$ cat src/rtl/pcs_pkg.sv
package pcs_pkg;
    localparam int unsigned HALF_W    = 16;
    localparam int unsigned LANE_W    = 8;
    localparam int unsigned HALF_LANES = HALF_W / LANE_W;
    localparam int unsigned MSE_POS   = 1;
    localparam int unsigned BME_POS   = 2;
    localparam int unsigned PERE_POS  = 6;
    localparam int unsigned DPR_POS   = 8;
    localparam int unsigned DPE_POS   = 15;
    localparam logic [HALF_W-1:0] CMD_RW_MASK =
        HALF_W'((1 << MSE_POS) | (1 << BME_POS) | (1 << PERE_POS));
    localparam logic [HALF_W-1:0] STAT_W1C_MASK =
        HALF_W'((1 << DPR_POS) | (1 << DPE_POS));

    typedef struct packed {
        logic [HALF_W-1:0] bits;
    } half_state_t;

    typedef struct packed {
        logic pulse;
        logic flag;
        logic mreq;
    } lcl_state_t;
endpackage

$ cat src/rtl/pcs_cmd_half.sv
module pcs_cmd_half
    import pcs_pkg::*;
(
    input  logic                  clk,
    input  logic                  rst_n,
    input  logic                  wr_en,
    input  logic [HALF_LANES-1:0] be,
    input  logic [HALF_W-1:0]     wdata,
    output logic [HALF_W-1:0]     cmd_q,
    output logic                  bme_next
);
    half_state_t st_d, st_q;

    always_comb begin
        st_d = st_q;
        if (wr_en) begin
            for (int l = 0; l < HALF_LANES; l++) begin
                if (be[l]) begin
                    st_d.bits[l*LANE_W +: LANE_W] =
                        wdata[l*LANE_W +: LANE_W] & CMD_RW_MASK[l*LANE_W +: LANE_W];
                end
            end
        end
    end

    always_ff @(posedge clk or negedge rst_n) begin
        if (!rst_n) st_q <= '0;
        else        st_q <= st_d;
    end

    assign cmd_q    = st_q.bits;
    assign bme_next = st_d.bits[BME_POS];
endmodule

$ cat src/rtl/pcs_stat_half.sv
module pcs_stat_half
    import pcs_pkg::*;
(
    input  logic                  clk,
    input  logic                  rst_n,
    input  logic                  wr_en,
    input  logic [HALF_LANES-1:0] be,
    input  logic [HALF_W-1:0]     wdata,
    input  logic                  resp_en,
    input  logic                  perr_detect,
    input  logic                  perr_pin_in,
    output logic [HALF_W-1:0]     stat_q
);
    half_state_t st_d, st_q;
    logic [HALF_W-1:0] clr_mask;
    logic [HALF_W-1:0] set_mask;

    always_comb begin
        clr_mask = '0;
        if (wr_en) begin
            for (int l = 0; l < HALF_LANES; l++) begin
                if (be[l]) clr_mask[l*LANE_W +: LANE_W] = wdata[l*LANE_W +: LANE_W];
            end
        end
        set_mask = '0;
        set_mask[DPE_POS] = perr_detect;
        set_mask[DPR_POS] = resp_en & (perr_detect | ~perr_pin_in);
        st_d.bits = ((st_q.bits & ~clr_mask) | set_mask) & STAT_W1C_MASK;
    end

    always_ff @(posedge clk or negedge rst_n) begin
        if (!rst_n) st_q <= '0;
        else        st_q <= st_d;
    end

    assign stat_q = st_q.bits;
endmodule

$ cat src/rtl/pcs_local_side.sv
module pcs_local_side
    import pcs_pkg::*;
(
    input  logic clk,
    input  logic rst_n,
    input  logic resp_en,
    input  logic bme_next,
    input  logic perr_detect,
    input  logic lcl_perr_ie,
    input  logic lcl_perr_clr,
    input  logic mreq_set,
    input  logic mreq_clr,
    output logic perr_n_out,
    output logic perr_oe,
    output logic lcl_perr_flag,
    output logic perr_irq,
    output logic mreq_flag
);
    lcl_state_t st_d, st_q;

    always_comb begin
        st_d       = st_q;
        st_d.pulse = perr_detect & resp_en;
        st_d.flag  = perr_detect | (st_q.flag & ~lcl_perr_clr);
        st_d.mreq  = bme_next & (mreq_set | (st_q.mreq & ~mreq_clr));
    end

    always_ff @(posedge clk or negedge rst_n) begin
        if (!rst_n) st_q <= '0;
        else        st_q <= st_d;
    end

    assign perr_oe       = st_q.pulse;
    assign perr_n_out    = ~st_q.pulse;
    assign lcl_perr_flag = st_q.flag;
    assign perr_irq      = st_q.flag & lcl_perr_ie;
    assign mreq_flag     = st_q.mreq;
endmodule

$ cat src/rtl/pci_cmdstat.sv
module pci_cmdstat
    import pcs_pkg::*;
#(
    parameter int unsigned          MODE_W     = 3,
    parameter logic [MODE_W-1:0]    PCI_MODE   = 1,
    parameter int unsigned          ADDR_W     = 8,
    parameter logic [ADDR_W-1:0]    REG_OFFSET = 8'h04
) (
    input  logic              clk,
    input  logic              rst_n,
    input  logic [MODE_W-1:0] host_mode,
    input  logic              cfg_rd,
    input  logic              cfg_wr,
    input  logic [ADDR_W-1:0] cfg_addr,
    input  logic [3:0]        cfg_be,
    input  logic [31:0]       cfg_wdata,
    output logic [31:0]       cfg_rdata,
    output logic              mem_space_en,
    output logic              bus_master_en,
    output logic              perr_resp_en,
    input  logic              perr_detect,
    input  logic              perr_pin_in,
    output logic              perr_n_out,
    output logic              perr_oe,
    input  logic              lcl_perr_ie,
    input  logic              lcl_perr_clr,
    output logic              lcl_perr_flag,
    output logic              perr_irq,
    input  logic              mreq_set,
    input  logic              mreq_clr,
    output logic              mreq_flag
);
    localparam int unsigned DW_LSB = 2;

    logic              sel;
    logic              wr_hit;
    logic [HALF_W-1:0] cmd_q;
    logic [HALF_W-1:0] stat_q;
    logic              bme_next;

    assign sel    = (host_mode == PCI_MODE) &&
                    (cfg_addr[ADDR_W-1:DW_LSB] == REG_OFFSET[ADDR_W-1:DW_LSB]);
    assign wr_hit = sel & cfg_wr;

    pcs_cmd_half u_cmd (
        .clk      (clk),
        .rst_n    (rst_n),
        .wr_en    (wr_hit),
        .be       (cfg_be[HALF_LANES-1:0]),
        .wdata    (cfg_wdata[HALF_W-1:0]),
        .cmd_q    (cmd_q),
        .bme_next (bme_next)
    );

    pcs_stat_half u_stat (
        .clk         (clk),
        .rst_n       (rst_n),
        .wr_en       (wr_hit),
        .be          (cfg_be[2*HALF_LANES-1:HALF_LANES]),
        .wdata       (cfg_wdata[2*HALF_W-1:HALF_W]),
        .resp_en     (cmd_q[PERE_POS]),
        .perr_detect (perr_detect),
        .perr_pin_in (perr_pin_in),
        .stat_q      (stat_q)
    );

    pcs_local_side u_lcl (
        .clk           (clk),
        .rst_n         (rst_n),
        .resp_en       (cmd_q[PERE_POS]),
        .bme_next      (bme_next),
        .perr_detect   (perr_detect),
        .lcl_perr_ie   (lcl_perr_ie),
        .lcl_perr_clr  (lcl_perr_clr),
        .mreq_set      (mreq_set),
        .mreq_clr      (mreq_clr),
        .perr_n_out    (perr_n_out),
        .perr_oe       (perr_oe),
        .lcl_perr_flag (lcl_perr_flag),
        .perr_irq      (perr_irq),
        .mreq_flag     (mreq_flag)
    );

    assign cfg_rdata     = (sel && cfg_rd) ? {stat_q, cmd_q} : '0;
    assign mem_space_en  = cmd_q[MSE_POS];
    assign bus_master_en = cmd_q[BME_POS];
    assign perr_resp_en  = cmd_q[PERE_POS];
endmodule

$ cat config.mk
export PLATFORM = sky130hd
export DESIGN_NAME = pci_cmdstat
export DESIGN_NICKNAME = d
export VERILOG_FILES = /design/src/rtl/pcs_pkg.sv /design/src/rtl/pcs_cmd_half.sv /design/src/rtl/pcs_stat_half.sv /design/src/rtl/pcs_local_side.sv /design/src/rtl/pci_cmdstat.sv
export SDC_FILE = /design/constraint.sdc
export NUM_CORES = 1
export LEC_CHECK = 0
export BUFFER_PORTS_ARGS = -buffer_cell sky130_fd_sc_hd__clkbuf_2
export CAP_MARGIN = 30
export CORE_MARGIN = 2
export CORE_UTILIZATION = 29
export CTS_CLUSTER_DIAMETER = 50
export DETAILED_ROUTE_END_ITERATION = 10
export HOLD_SLACK_MARGIN = 0.05
export PLACE_DENSITY = 0.8
export RECOVER_POWER = 50
export SLEW_MARGIN = 20
export SYNTH_ARGS = -nofsm -noshare
export SYNTH_HDL_FRONTEND = slang
export SYNTH_SLANG_ARGS = --single-unit
$ cat constraint.sdc
create_clock -name clk -period 1.3 [get_ports clk]
set_input_delay 0.065 -clock clk [delete_from_list [all_inputs] [get_ports clk]]
set_output_delay 0.065 -clock clk [all_outputs]
set_load 0.05 [all_outputs]
==> summary.md, run 1 <==
| Metric | Value |
|---|---|
| Worst Setup Start Kind | `input port` |
| Post-DP HPWL | `1.20 mm` |
| Main synth FF type | `dfrtp_1` |
| First-pass GRT wire length | `2.15 mm` |
| Fmax | `0.718 GHz` |
| Syn Area/Cell | `about 9.5 sq um` |
| Seq cells post-synth | `8` |
| Placeable Area | `0.00215 sq mm` |
| MaxCap Viol Count | `0` |
| Starting Density | `0.300` |
| Critical path data required time | `1.24 ns` |
| CTS Buf Count | `3` |
| # clock sinks | `8` |
| Cell Pwr Density | `766 mW/mm^2` |
| CP Class | `in -> out` |
| Most common cell after layout, fill and taps aside | `clkbuf_2` |
| I/O Pins | `97` |
| # nets final | `175` |
| H-tree depth | `1` |
| Via count | `approximately 560` |
| # diodes | `0` |
| DR WL/cell | `between 9 and 10 microns` |
| DRC | `0` |
| Worst-path clk slew | `0.05 ns` |
| RSZ-0062 raised after global routing | `yes` |
| Slew Viols, Final | `0` |
| Mapped Cells | `just under 70` |
| Final setup viols | `9` |
| Hold WC Path Type | `in -> reg` |
| Total gr overflow | `0` |
| Ys async rst share | `1.00` |
| Final worst slack | `-0.0922 ns` |
| Most frequent cells in the layout | `30 x clkbuf_2, 27 x conb_1, 8 x dfrtp_1` |
| Largest net degree at the start of global routing | `9` |
| Sequential power share | `0.358` |
| Int Power | `0.000427 W` |
| Vias in the first global route | `~510` |
| Drt total wl | `1.37 mm` |
| Power share of the clock group | `0.257` |
| Drt via density | `3.90` |
| Area of the mapped netlist | `644 sq um` |
| Die extent in x | `51.1 microns` |
| Placed instance count | `136` |
| CTS tree | `done` |
| Critical path arrival | `1.33 ns` |
| Yosys warning total | `0` |
| Die area | `about 0.0026 sq mm` |
| CTS max path bufs | `2` |
| Tcrit/Tclk final | `1.07` |
| Initial drt markers | `0` |
| DR pass1 iterations | `1` |
| Clk_lat worst skew | `0.26 ns` |
| Psw | `around 0.00032 W` |
| Status | `finished with violations` |
| Yosys cell types | `20` |
| Die Ht | `roughly 51 microns` |
| Setup crit end kind | `primary output` |
| Initial antenna violation count | `0` |
| Buffers on Ports | `38` |
| Tot GR Track Use | `0.119` |
| Skew final | `0.0115 ns` |
| Share of layout cells above drive strength 1 | `0.474` |
| Leakage | `0.525 nW` |
| Failing checks | `setup timing` |
| Antenna Nets Post-Route | `0` |
| Sequential share of the synthesized area | `0.311` |
| Combinational share of power | `0.385` |
| Power Total | `0.000749 W` |
| Min Clock Period, post-route | `roughly 1.4 ns` |
| Final Hold Fails | `0` |
| Crit-path max FO | `5` |
| Worst vdd ir | `0.281 mV` |
| Post-synth EDFFs | `0` |
| Cell Count, Final, Fillers Out | `144` |
| P&R area growth vs syn | `51.8%` |
| Final hold slack | `0.0770 ns` |
| Root buffer cell | `clkbuf_4` |
| Switching Fraction | `0.430` |
| Site Rows | `17` |
| RePlAce Congestion | `0.659` |
## cells in the mapped netlist, types with 2 or more instances
| master | count | area, sq um |
|---|---|---|
| and2_1 | 7 | 43.8 |
| nor4_1 | 2 | 12.5 |
| a21o_1 | 2 | 15.0 |
| nand2b_1 | 2 | 12.5 |
| o21ai_0 | 2 | 10.0 |
| dfrtp_1 | 8 | 200 |
| nand3_1 | 2 | 10.0 |
| mux2_4 | 3 | 45.0 |
| inv_1 | 3 | 11.3 |
| buf_4 | 27 | 203 |
## layer usage
metal | part of all wire | global-route usage
met1 | 0.33 | 0.102
met2 | 0.55 | 0.232
met3 | 0.12 | 0.0409
met4 | 0 | 0.0676
met5 | 0 | 0
## path summary, 6_finish.rpt
check / slack (ns) / startpoint / depth (start not counted) / to
setup reg to reg: 0.44 / u_lcl.mreq_flag$_DFF_PN0_ / 3 / u_lcl.mreq_flag$_DFF_PN0_
max in group asynchronous: 0.71 / rst_n / 2 / u_stat.stat_q[8]$_DFF_PN0_
min in group asynchronous: 0.26 / rst_n / 2 / u_lcl.perr_oe$_DFF_PN0_
setup / recovery: -0.09 / cfg_addr[4] / 6 / cfg_rdata[24]
hold / removal: 0.08 / lcl_perr_clr / 3 / u_lcl.lcl_perr_flag$_DFF_PN0_
hold reg to reg: 0.48 / u_stat.stat_q[15]$_DFF_PN0_ / 1 / u_stat.stat_q[15]$_DFF_PN0_
## area by class of cell
cell class                      count  area (sq um)
Fill cell                         225          1170
Timing Repair Buffer               46           357
Multi-Input combinational cell     56           353
Sequential cell                     8           200
Tap cell                           28          35.0
Clock buffer                        3          22.5
Inverter                            3          11.3
## sequential cells by signal, indices dropped and copies added, names as in the netlist
register             cells
u_cmd.cmd_q              3
u_lcl.mreq_flag          1
u_stat.stat_q            2
u_lcl.perr_oe            1
u_lcl.lcl_perr_flag      1
## repair_timing
action / CTS / global route
hold buffers: 5 / 0
pin swaps: 6 / 0
endpoints found under the setup margin: 9 / 10
resized for setup: 13 / 1
setup buffers: 0 / 0
hold endpoints to repair: 13 / 0
cloned: 0 / 0
## cell families (layout without fill, tap and decap cells)
family | after synthesis | in the layout | share of synthesized area
mux | 4 | 4 | 0.0854
other cells | 1 | 27 | 0.00582
simple gates | 20 | 20 | 0.214
buf+inv | 30 | 52 | 0.332
compound gates | 5 | 5 | 0.0524
flops | 8 | 8 | 0.311
## per-stage QoR
stage	setup TNS, ns	util	cell area (sq um)	setup WS [ns]
after floorplan	-1.40	-	757	-0.193
after global placement	-2.52	0.387	832	-0.293
after global routing	-0.916	0.455	978	-0.142
after detailed placement	-2.97	0.387	832	-0.321
final	-0.589	0.455	978	-0.0922
after CTS	-0.618	0.454	975	-0.0992
## power groups by stage
stage	clock network (W)	logic (W)	registers [W]
after floorplan	0	0.000266	0.000284
after global placement	0	0.000269	0.000271
after detailed placement	0	0.000275	0.000273
after CTS	0.000207	0.000289	0.000268
after global routing	0.000220	0.000307	0.000270
final	0.000193	0.000289	0.000268
## worst max-delay path, cell delays in order
cell and delay [ns]:
buf_6 0.09, or4b_4 0.55, nor4_2 0.15, buf_4 0.17
and2_4 0.15, clkbuf_16 0.15
Power figures use the tool's default switching activity.
==> run 2: changes to the inputs <==
REMOVE_ABC_BUFFERS = 1   (was not set)
==> run 2 against run 1 <==
  * The run still ends with setup timing left
  * Sequential share of layout area grew 1.2 points
  * Wire length shrank 4.7%
  * Sequential power is essentially flat
  * Highest routed layer unchanged
==> summary.md, run 2 (same netlist as run 1, synthesis figures left out) <==
| Metric | Value |
|---|---|
| Status | `finished with violations (unchanged)` |
| Failing checks | `setup timing (unchanged)` |
| DRC | `0 (unchanged)` |
| Power share of the clock group | `0.251 (was 0.257)` |
| Final instance area | `926 sq um (was 978 sq um)` |
| Switching Fraction | `0.427 (was 0.430)` |
| Largest net degree at the start of global routing | `9 (unchanged)` |
| Worst vdd ir | `0.412 mV (was 0.281 mV)` |
| Total gr overflow | `0 (unchanged)` |
| Max reg flops | `3 (unchanged)` |
| Min Clock Period, post-route | `1.38 ns (was 1.39 ns)` |
| CP Class | `in -> reg (was in -> out)` |
| Critical path arrival | `1.51 ns (was 1.33 ns)` |
| Buffers on Ports | `38 (unchanged)` |
| CTS tree | `done (unchanged)` |
| Seq. cell area | `200 sq um (unchanged)` |
| P&R area growth vs syn | `43.7% (was 51.8%)` |
| First-pass GRT wire length | `2.01 mm (was 2.15 mm)` |
| Die extent in x | `51.1 microns (unchanged)` |
| Post-DP HPWL | `1.12 mm (was 1.20 mm)` |
| DR WL/cell | `9.26 microns (was 9.51 microns)` |
| Hold WC Path Type | `in -> reg (unchanged)` |
| R2r startpoint | `u_lcl.mreq_flag$_DFF_PN0_ (unchanged)` |
| Critical Path Sink | `u_cmd.cmd_q[2]$_DFF_PN0_ (was cfg_rdata[24])` |
| R2R setup slack | `0.44 ns (about the same)` |
| Cell Area, Placed | `802 sq um (was 832 sq um)` |
| MaxCap Viol Count | `0 (unchanged)` |
| Leakage | `0.506 nW (was 0.525 nW)` |
| Most frequent cells in the layout | `31 x clkbuf_2, 27 x conb_1, 8 x dfrtp_1 (was 30 x clkbuf_2, 27 x conb_1, 8 x dfrtp_1)` |
| Min-delay src | `lcl_perr_clr (unchanged)` |
| Initial drt markers | `2 (was 0)` |
| Sequential power share | `0.366 (was 0.358)` |
| Power Total | `0.000734 W (was 0.000749 W)` |
| Cell Pwr Density | `793 mW/mm^2 (was 766 mW/mm^2)` |
| CTS max path bufs | `2 (unchanged)` |
| RePlAce Congestion | `0.694 (was 0.659)` |
| Slew Viols, Final | `0 (unchanged)` |
| Combinational share of power | `0.383 (was 0.385)` |
| RR Endpoint | `u_lcl.mreq_flag$_DFF_PN0_ (unchanged)` |
| Site Rows | `17 (unchanged)` |
| Placeable Area | `0.00215 sq mm (unchanged)` |
| Final setup viols | `8 (was 9)` |
| Fmax | `0.723 GHz (was 0.718 GHz)` |
| Drt total wl | `1.31 mm (was 1.37 mm)` |
| Most common cell after layout, fill and taps aside | `clkbuf_2 (unchanged)` |
| Worst setup path start | `cfg_addr[4] (unchanged)` |
| Setup crit end kind | `register (was primary output)` |
| Worst reg-to-reg path cell count | `3 (unchanged)` |
| Worst-path clk slew | `0.05 ns (about the same)` |
| Critical path data required time | `1.43 ns (was 1.24 ns)` |
| H-tree depth | `1 (unchanged)` |
| Drt via density | `3.77 (was 3.90)` |
| Share of layout cells above drive strength 1 | `0.469 (was 0.474)` |
| Psw | `0.000314 W (was 0.000322 W)` |
| Starting Density | `0.300 (unchanged)` |
| Final worst slack | `-0.0832 ns (was -0.0922 ns)` |
| DR pass1 iterations | `3 (was 1)` |
| Root buffer cell | `clkbuf_4 (unchanged)` |
| I/O Pins | `97 (unchanged)` |
| Via count | `532 (was 562)` |
| Int Power | `0.000421 W (was 0.000427 W)` |
| # clock sinks | `8 (unchanged)` |
| Area of the multi-input gates | `362 sq um (was 353 sq um)` |
| Initial antenna violation count | `0 (unchanged)` |
| Setup TNS | `-0.590 ns (was -0.589 ns)` |
| Skew final | `0.00158 ns (was 0.0115 ns)` |
| Antenna Nets Post-Route | `0 (unchanged)` |
| CTS Buf Count | `3 (unchanged)` |
| Crit-path max FO | `5 (unchanged)` |
| Worst Setup Start Kind | `input port (unchanged)` |
| Die Ht | `51.1 microns (unchanged)` |
| Final Hold Fails | `0 (unchanged)` |
| Tcrit/Tclk final | `1.06 (was 1.07)` |
| RSZ-0062 raised after global routing | `yes (unchanged)` |
| Die area | `0.00261 sq mm (unchanged)` |
| # diodes | `0 (unchanged)` |
| # nets final | `172 (was 175)` |
| Filler cells | `227 (was 225)` |
| Tot GR Track Use | `0.104 (was 0.119)` |
| Vias in the first global route | `484 (was 509)` |
| Clk_lat worst skew | `0.25 ns (was 0.26 ns)` |
## run 2: area by class of cell
| type | count | area share |
|---|---|---|
| tap | 28 | 0.0378 |
| multi-input combinational | 56 | 0.391 |
| timing repair buffer | 43 | 0.319 |
| sequential | 8 | 0.216 |
| clock buffer | 3 | 0.0243 |
| inverter | 3 | 0.0122 |
## run 2: what timing repair did
| item | 4_1_cts | 5_1_grt |
|---|---|---|
| resized for setup | 10 | 8 |
| pin swaps | 2 | 4 |
| endpoints found under the setup margin | 9 | 10 |
| buffers inserted | 0 | 0 |
| hold endpoints to repair | 12 | 0 |
| hold buffers | 4 | 0 |
## run 2: worst max-delay path: stages
cell	delay, ns
clkbuf_2	0.08
or4b_4	0.57
or4_4	0.48
mux2_4	0.32
## run 2: power by group through the flow
stage	Sequential, W	Clock (W)	Combinational, W
2_1_floorplan	0.000284	0	0.000201
3_3_place_gp	0.000271	0	0.000264
3_5_place_dp	0.000272	0	0.000267
4_1_cts	0.000267	0.000193	0.000280
5_1_grt	0.000269	0.000204	0.000297
6_report	0.000269	0.000184	0.000281
## run 2: per-stage QoR
stage | utilization | instances | hold WS, ns | worst slack (ns)
after floorplan | - | 67 | -0.231 | -0.291
after global placement | 0.373 | 134 | -0.0829 | -0.399
after detailed placement | 0.373 | 134 | -0.0832 | -0.422
after CTS | 0.422 | 141 | 0.0604 | -0.183
after global routing | 0.431 | 141 | 0.0667 | -0.143
final | 0.431 | 141 | 0.0695 | -0.0832
## run 2: layer usage
| layer | global-route usage | share of wire | vias to the layer above |
|---|---|---|---|
| met4 | 0.0135 | 0 | 0 |
| met2 | 0.180 | 0.50 | 44 |
| met5 | 0 | 0 | - |
| met1 | 0.114 | 0.35 | 227 |
| met3 | 0.0585 | 0.14 | 0 |
| li1 | - | - | 261 |
## run 2: how the worst min path moves through the flow
stage                                               end  slack (ns)  cells past startpoint
after floorplan              u_cmd.cmd_q[1]$_DFFE_PN0P_       -0.23                      0
after global placement          u_lcl.perr_oe$_DFF_PN0_       -0.08                      1
after detailed placement        u_lcl.perr_oe$_DFF_PN0_       -0.08                      1
after CTS                 u_lcl.lcl_perr_flag$_DFF_PN0_        0.06                      3
after global routing      u_lcl.lcl_perr_flag$_DFF_PN0_        0.07                      3
final                     u_lcl.lcl_perr_flag$_DFF_PN0_        0.07                      3
==> run 3: changes to the inputs <==
BUFFER_PORTS_ARGS = not set   (was -buffer_cell sky130_fd_sc_hd__clkbuf_2)
CORE_AREA = 2 2 39 41   (was not set)
CORE_MARGIN = not set   (was 2)
CORE_UTILIZATION = not set   (was 29)
DIE_AREA = 0 0 41 43   (was not set)
DONT_BUFFER_PORTS = 1   (was not set)
PLACE_DENSITY = not set   (was 0.8)
==> run 3 against run 2 <==
  * The run still ends with setup timing left
  * Clock-buffer cell count did not move
  * Combinational power fell by 3%
  * Non-clock buffer count fell by 20
  * Cell area fell by 4.6%
  * Critical path depth fell by 1
  * Hold slack got worse by 0.0072 ns
  * Sequential cell count did not move
  * Largest cell class unchanged
  * Largest power group unchanged
==> summary.md, run 3 (same netlist as run 1, synthesis figures left out) <==
| Metric | Value |
|---|---|
| Setup crit end kind | `register (unchanged)` |
| Min Clock Period, post-route | `1.37 ns (was 1.38 ns)` |
| Critical path cell sequence | `or4b_4, or4_4, mux2_4 (was clkbuf_2, or4b_4, or4_4, mux2_4)` |
| Crit-path max FO | `5 (unchanged)` |
| Max reg flops | `3 (unchanged)` |
| Skew final | `0.00222 ns (was 0.00158 ns)` |
| R2r startpoint | `u_lcl.lcl_perr_flag$_DFF_PN0_ (was u_lcl.mreq_flag$_DFF_PN0_)` |
| Hold EP | `u_lcl.mreq_flag$_DFF_PN0_ (was u_lcl.lcl_perr_flag$_DFF_PN0_)` |
| Drt via density | `4.53 (was 3.77)` |
| Initial drt markers | `5 (was 2)` |
| # clock sinks | `8 (unchanged)` |
| Antenna Nets Post-Route | `0 (unchanged)` |
| Largest stage delay, worst path | `0.56 ns (was 0.57 ns)` |
| Post-DP HPWL | `1.02 mm (was 1.12 mm)` |
| Leakage | `0.438 nW (was 0.506 nW)` |
| Switching Fraction | `0.426 (was 0.427)` |
| Tcrit/Tclk final | `1.06 (about the same)` |
| Power Total | `0.000726 W (was 0.000734 W)` |
| Slew Viols, Final | `0 (unchanged)` |
| Placed instance count | `97 (was 134)` |
| Power share of the clock group | `0.253 (was 0.251)` |
| Worst-path clk slew | `0.05 ns (about the same)` |
| I/O Pins | `97 (unchanged)` |
| Placeable Area | `0.00138 sq mm (was 0.00215 sq mm)` |
| Family with the most delay on the worst path | `simple AND/OR/NAND/NOR gates (unchanged)` |
| Vias in the first global route | `444 (was 484)` |
| Min-delay src | `mreq_set (was lcl_perr_clr)` |
| Buffers on Ports | `0 (was 38)` |
| Die area | `0.00176 sq mm (was 0.00261 sq mm)` |
| Initial antenna violation count | `0 (unchanged)` |
| Critical path arrival | `1.50 ns (was 1.51 ns)` |
| Starting Density | `0.466 (was 0.300)` |
| Die extent in x | `41 microns (was 51.1 microns)` |
| DR WL/cell | `12.8 microns (was 9.26 microns)` |
| Levels on crit path | `3 (was 4)` |
| RePlAce Congestion | `0.608 (was 0.694)` |
| Worst reg-to-reg path cell count | `2 (was 3)` |
| Cell Pwr Density | `822 mW/mm^2 (was 793 mW/mm^2)` |
| Final instance area | `883 sq um (was 926 sq um)` |
| Failing checks | `setup timing (unchanged)` |
| Tot GR Track Use | `0.175 (was 0.104)` |
| Total gr overflow | `0 (unchanged)` |
| Bufs and invs on worst path | `0 (was 1)` |
| First-pass GRT wire length | `1.97 mm (was 2.01 mm)` |
| Combinational share of power | `0.376 (was 0.383)` |
| DR pass1 iterations | `4 (was 3)` |
| Psw | `0.000309 W (was 0.000314 W)` |
| Fmax | `0.729 GHz (was 0.723 GHz)` |
| Drt total wl | `1.39 mm (was 1.31 mm)` |
| Critical path data required time | `1.43 ns (about the same)` |
| Final Util | `0.638 (was 0.431)` |
| Via count | `494 (was 532)` |
| P&R area growth vs syn | `37.1% (was 43.7%)` |
| Share of layout cells above drive strength 1 | `0.323 (was 0.469)` |
| Worst vdd ir | `0.414 mV (was 0.412 mV)` |
| Cell Area, Placed | `739 sq um (was 802 sq um)` |
| MaxCap Viol Count | `0 (unchanged)` |
| Critical path's slowest cell | `or4b_4 (unchanged)` |
| Sequential power share | `0.370 (was 0.366)` |
| Clk_lat worst skew | `0.25 ns (about the same)` |
| Slew margin rel. | `0.606` |
| CP Class | `in -> reg (unchanged)` |
| Cell Count, Final, Fillers Out | `109 (was 141)` |
| Cells on Worst Hold Path | `2 (was 3)` |
| RR Endpoint | `u_lcl.lcl_perr_flag$_DFF_PN0_ (was u_lcl.mreq_flag$_DFF_PN0_)` |
| Largest net degree at the start of global routing | `9 (unchanged)` |
| # nets final | `152 (was 172)` |
| Final setup viols | `8 (unchanged)` |
| Final Hold Fails | `0 (unchanged)` |
| # diodes | `0 (unchanged)` |
| CTS tree | `done (unchanged)` |
| Worst Setup Start Kind | `input port (unchanged)` |
| R2R setup slack | `0.09 ns (was 0.44 ns)` |
| DRC | `0 (unchanged)` |
| H-tree depth | `1 (unchanged)` |
| Most frequent cells in the layout | `27 x conb_1, 8 x dlygate4sd3_1, 8 x dfrtp_1 (was 31 x clkbuf_2, 27 x conb_1, 8 x dfrtp_1)` |
| Worst slew pin tran | `0.594 ns` |
| Status | `finished with violations (unchanged)` |
| CTS max path bufs | `2 (unchanged)` |
| Final worst slack | `-0.0718 ns (was -0.0832 ns)` |
| Most common cell after layout, fill and taps aside | `conb_1 (was clkbuf_2)` |
| Int Power | `0.000417 W (was 0.000421 W)` |
| Die Ht | `43 microns (was 51.1 microns)` |
| Root buffer cell | `clkbuf_4 (unchanged)` |
| RSZ-0062 raised after global routing | `yes (unchanged)` |
| Hold WC Path Type | `in -> reg (unchanged)` |
| Site Rows | `14 (was 17)` |
| CTS Buf Count | `3 (unchanged)` |
## run 3: cell count changes in the layout (fill, tap and decap cells not counted)
cell           delta
buf_8             -3
buf_1             +1
buf_6             +1
clkbuf_2         -31
buf_4             +6
dlygate4sd3_1     +4
clkbuf_1          -2
buf_12            +4
## run 3: through the flow
step	hold WS, ns	TNS (ns)	setup slack, ns
2_1_floorplan	-0.231	-2.40	-0.291
3_3_place_gp	-0.230	-2.03	-0.306
3_5_place_dp	-0.230	-2.19	-0.338
4_1_cts	0.0550	-0.183	-0.0506
5_1_grt	0.0746	-0.467	-0.0675
6_report	0.0623	-0.270	-0.0718
## run 3: area by class of cell
type,instances,area (sq um)
well taps,16,20.0
clock buffers,3,22.5
inverters,3,11.3
multi-input cells,56,362
repair buffers,23,268
fillers,121,500
flip-flops and latches,8,200
## run 3: power groups by stage
stage               clock network [W]  registers (W)  logic (W)
finish                       0.000184       0.000269   0.000273
global route                 0.000215       0.000269   0.000286
CTS                          0.000191       0.000267   0.000267
detailed placement                  0       0.000271   0.000238
global placement                    0       0.000272   0.000236
floorplan                           0       0.000284   0.000201
## run 3: layer usage
metal / GRT usage / wire length (microns) / up-vias / part of all wire
li1: - / - / 224 / -
met1: 0.186 / 495 / 230 / 0.36
met2: 0.300 / 743 / 38 / 0.53
met3: 0.0157 / 141 / 2 / 0.10
met4: 0.120 / 14 / 0 / 0.010
met5: 0 / 0 / - / 0
## run 3: repair_timing
action / in CTS / in global routing
hold endpoints to repair: 16 / 0
setup endpoints to repair: 9 / 9
hold buffers: 8 / 0
pin swaps: 2 / 4
resized for setup: 8 / 2
setup buffers: 0 / 1
## run 3: how the worst max path moves through the flow
| stage | slack, ns | endpoint | startpoint |
|---|---|---|---|
| 2_1_floorplan | -0.29 | u_cmd.cmd_q[1]$_DFFE_PN0P_ | host_mode[1] |
| 3_3_place_gp | -0.31 | u_cmd.cmd_q[2]$_DFF_PN0_ | host_mode[1] |
| 3_5_place_dp | -0.34 | u_cmd.cmd_q[2]$_DFF_PN0_ | host_mode[1] |
| 4_1_cts | -0.05 | u_cmd.cmd_q[2]$_DFF_PN0_ | host_mode[1] |
| 5_1_grt | -0.07 | u_cmd.cmd_q[1]$_DFFE_PN0P_ | cfg_addr[4] |
| 6_report | -0.07 | u_cmd.cmd_q[2]$_DFF_PN0_ | cfg_addr[4] |
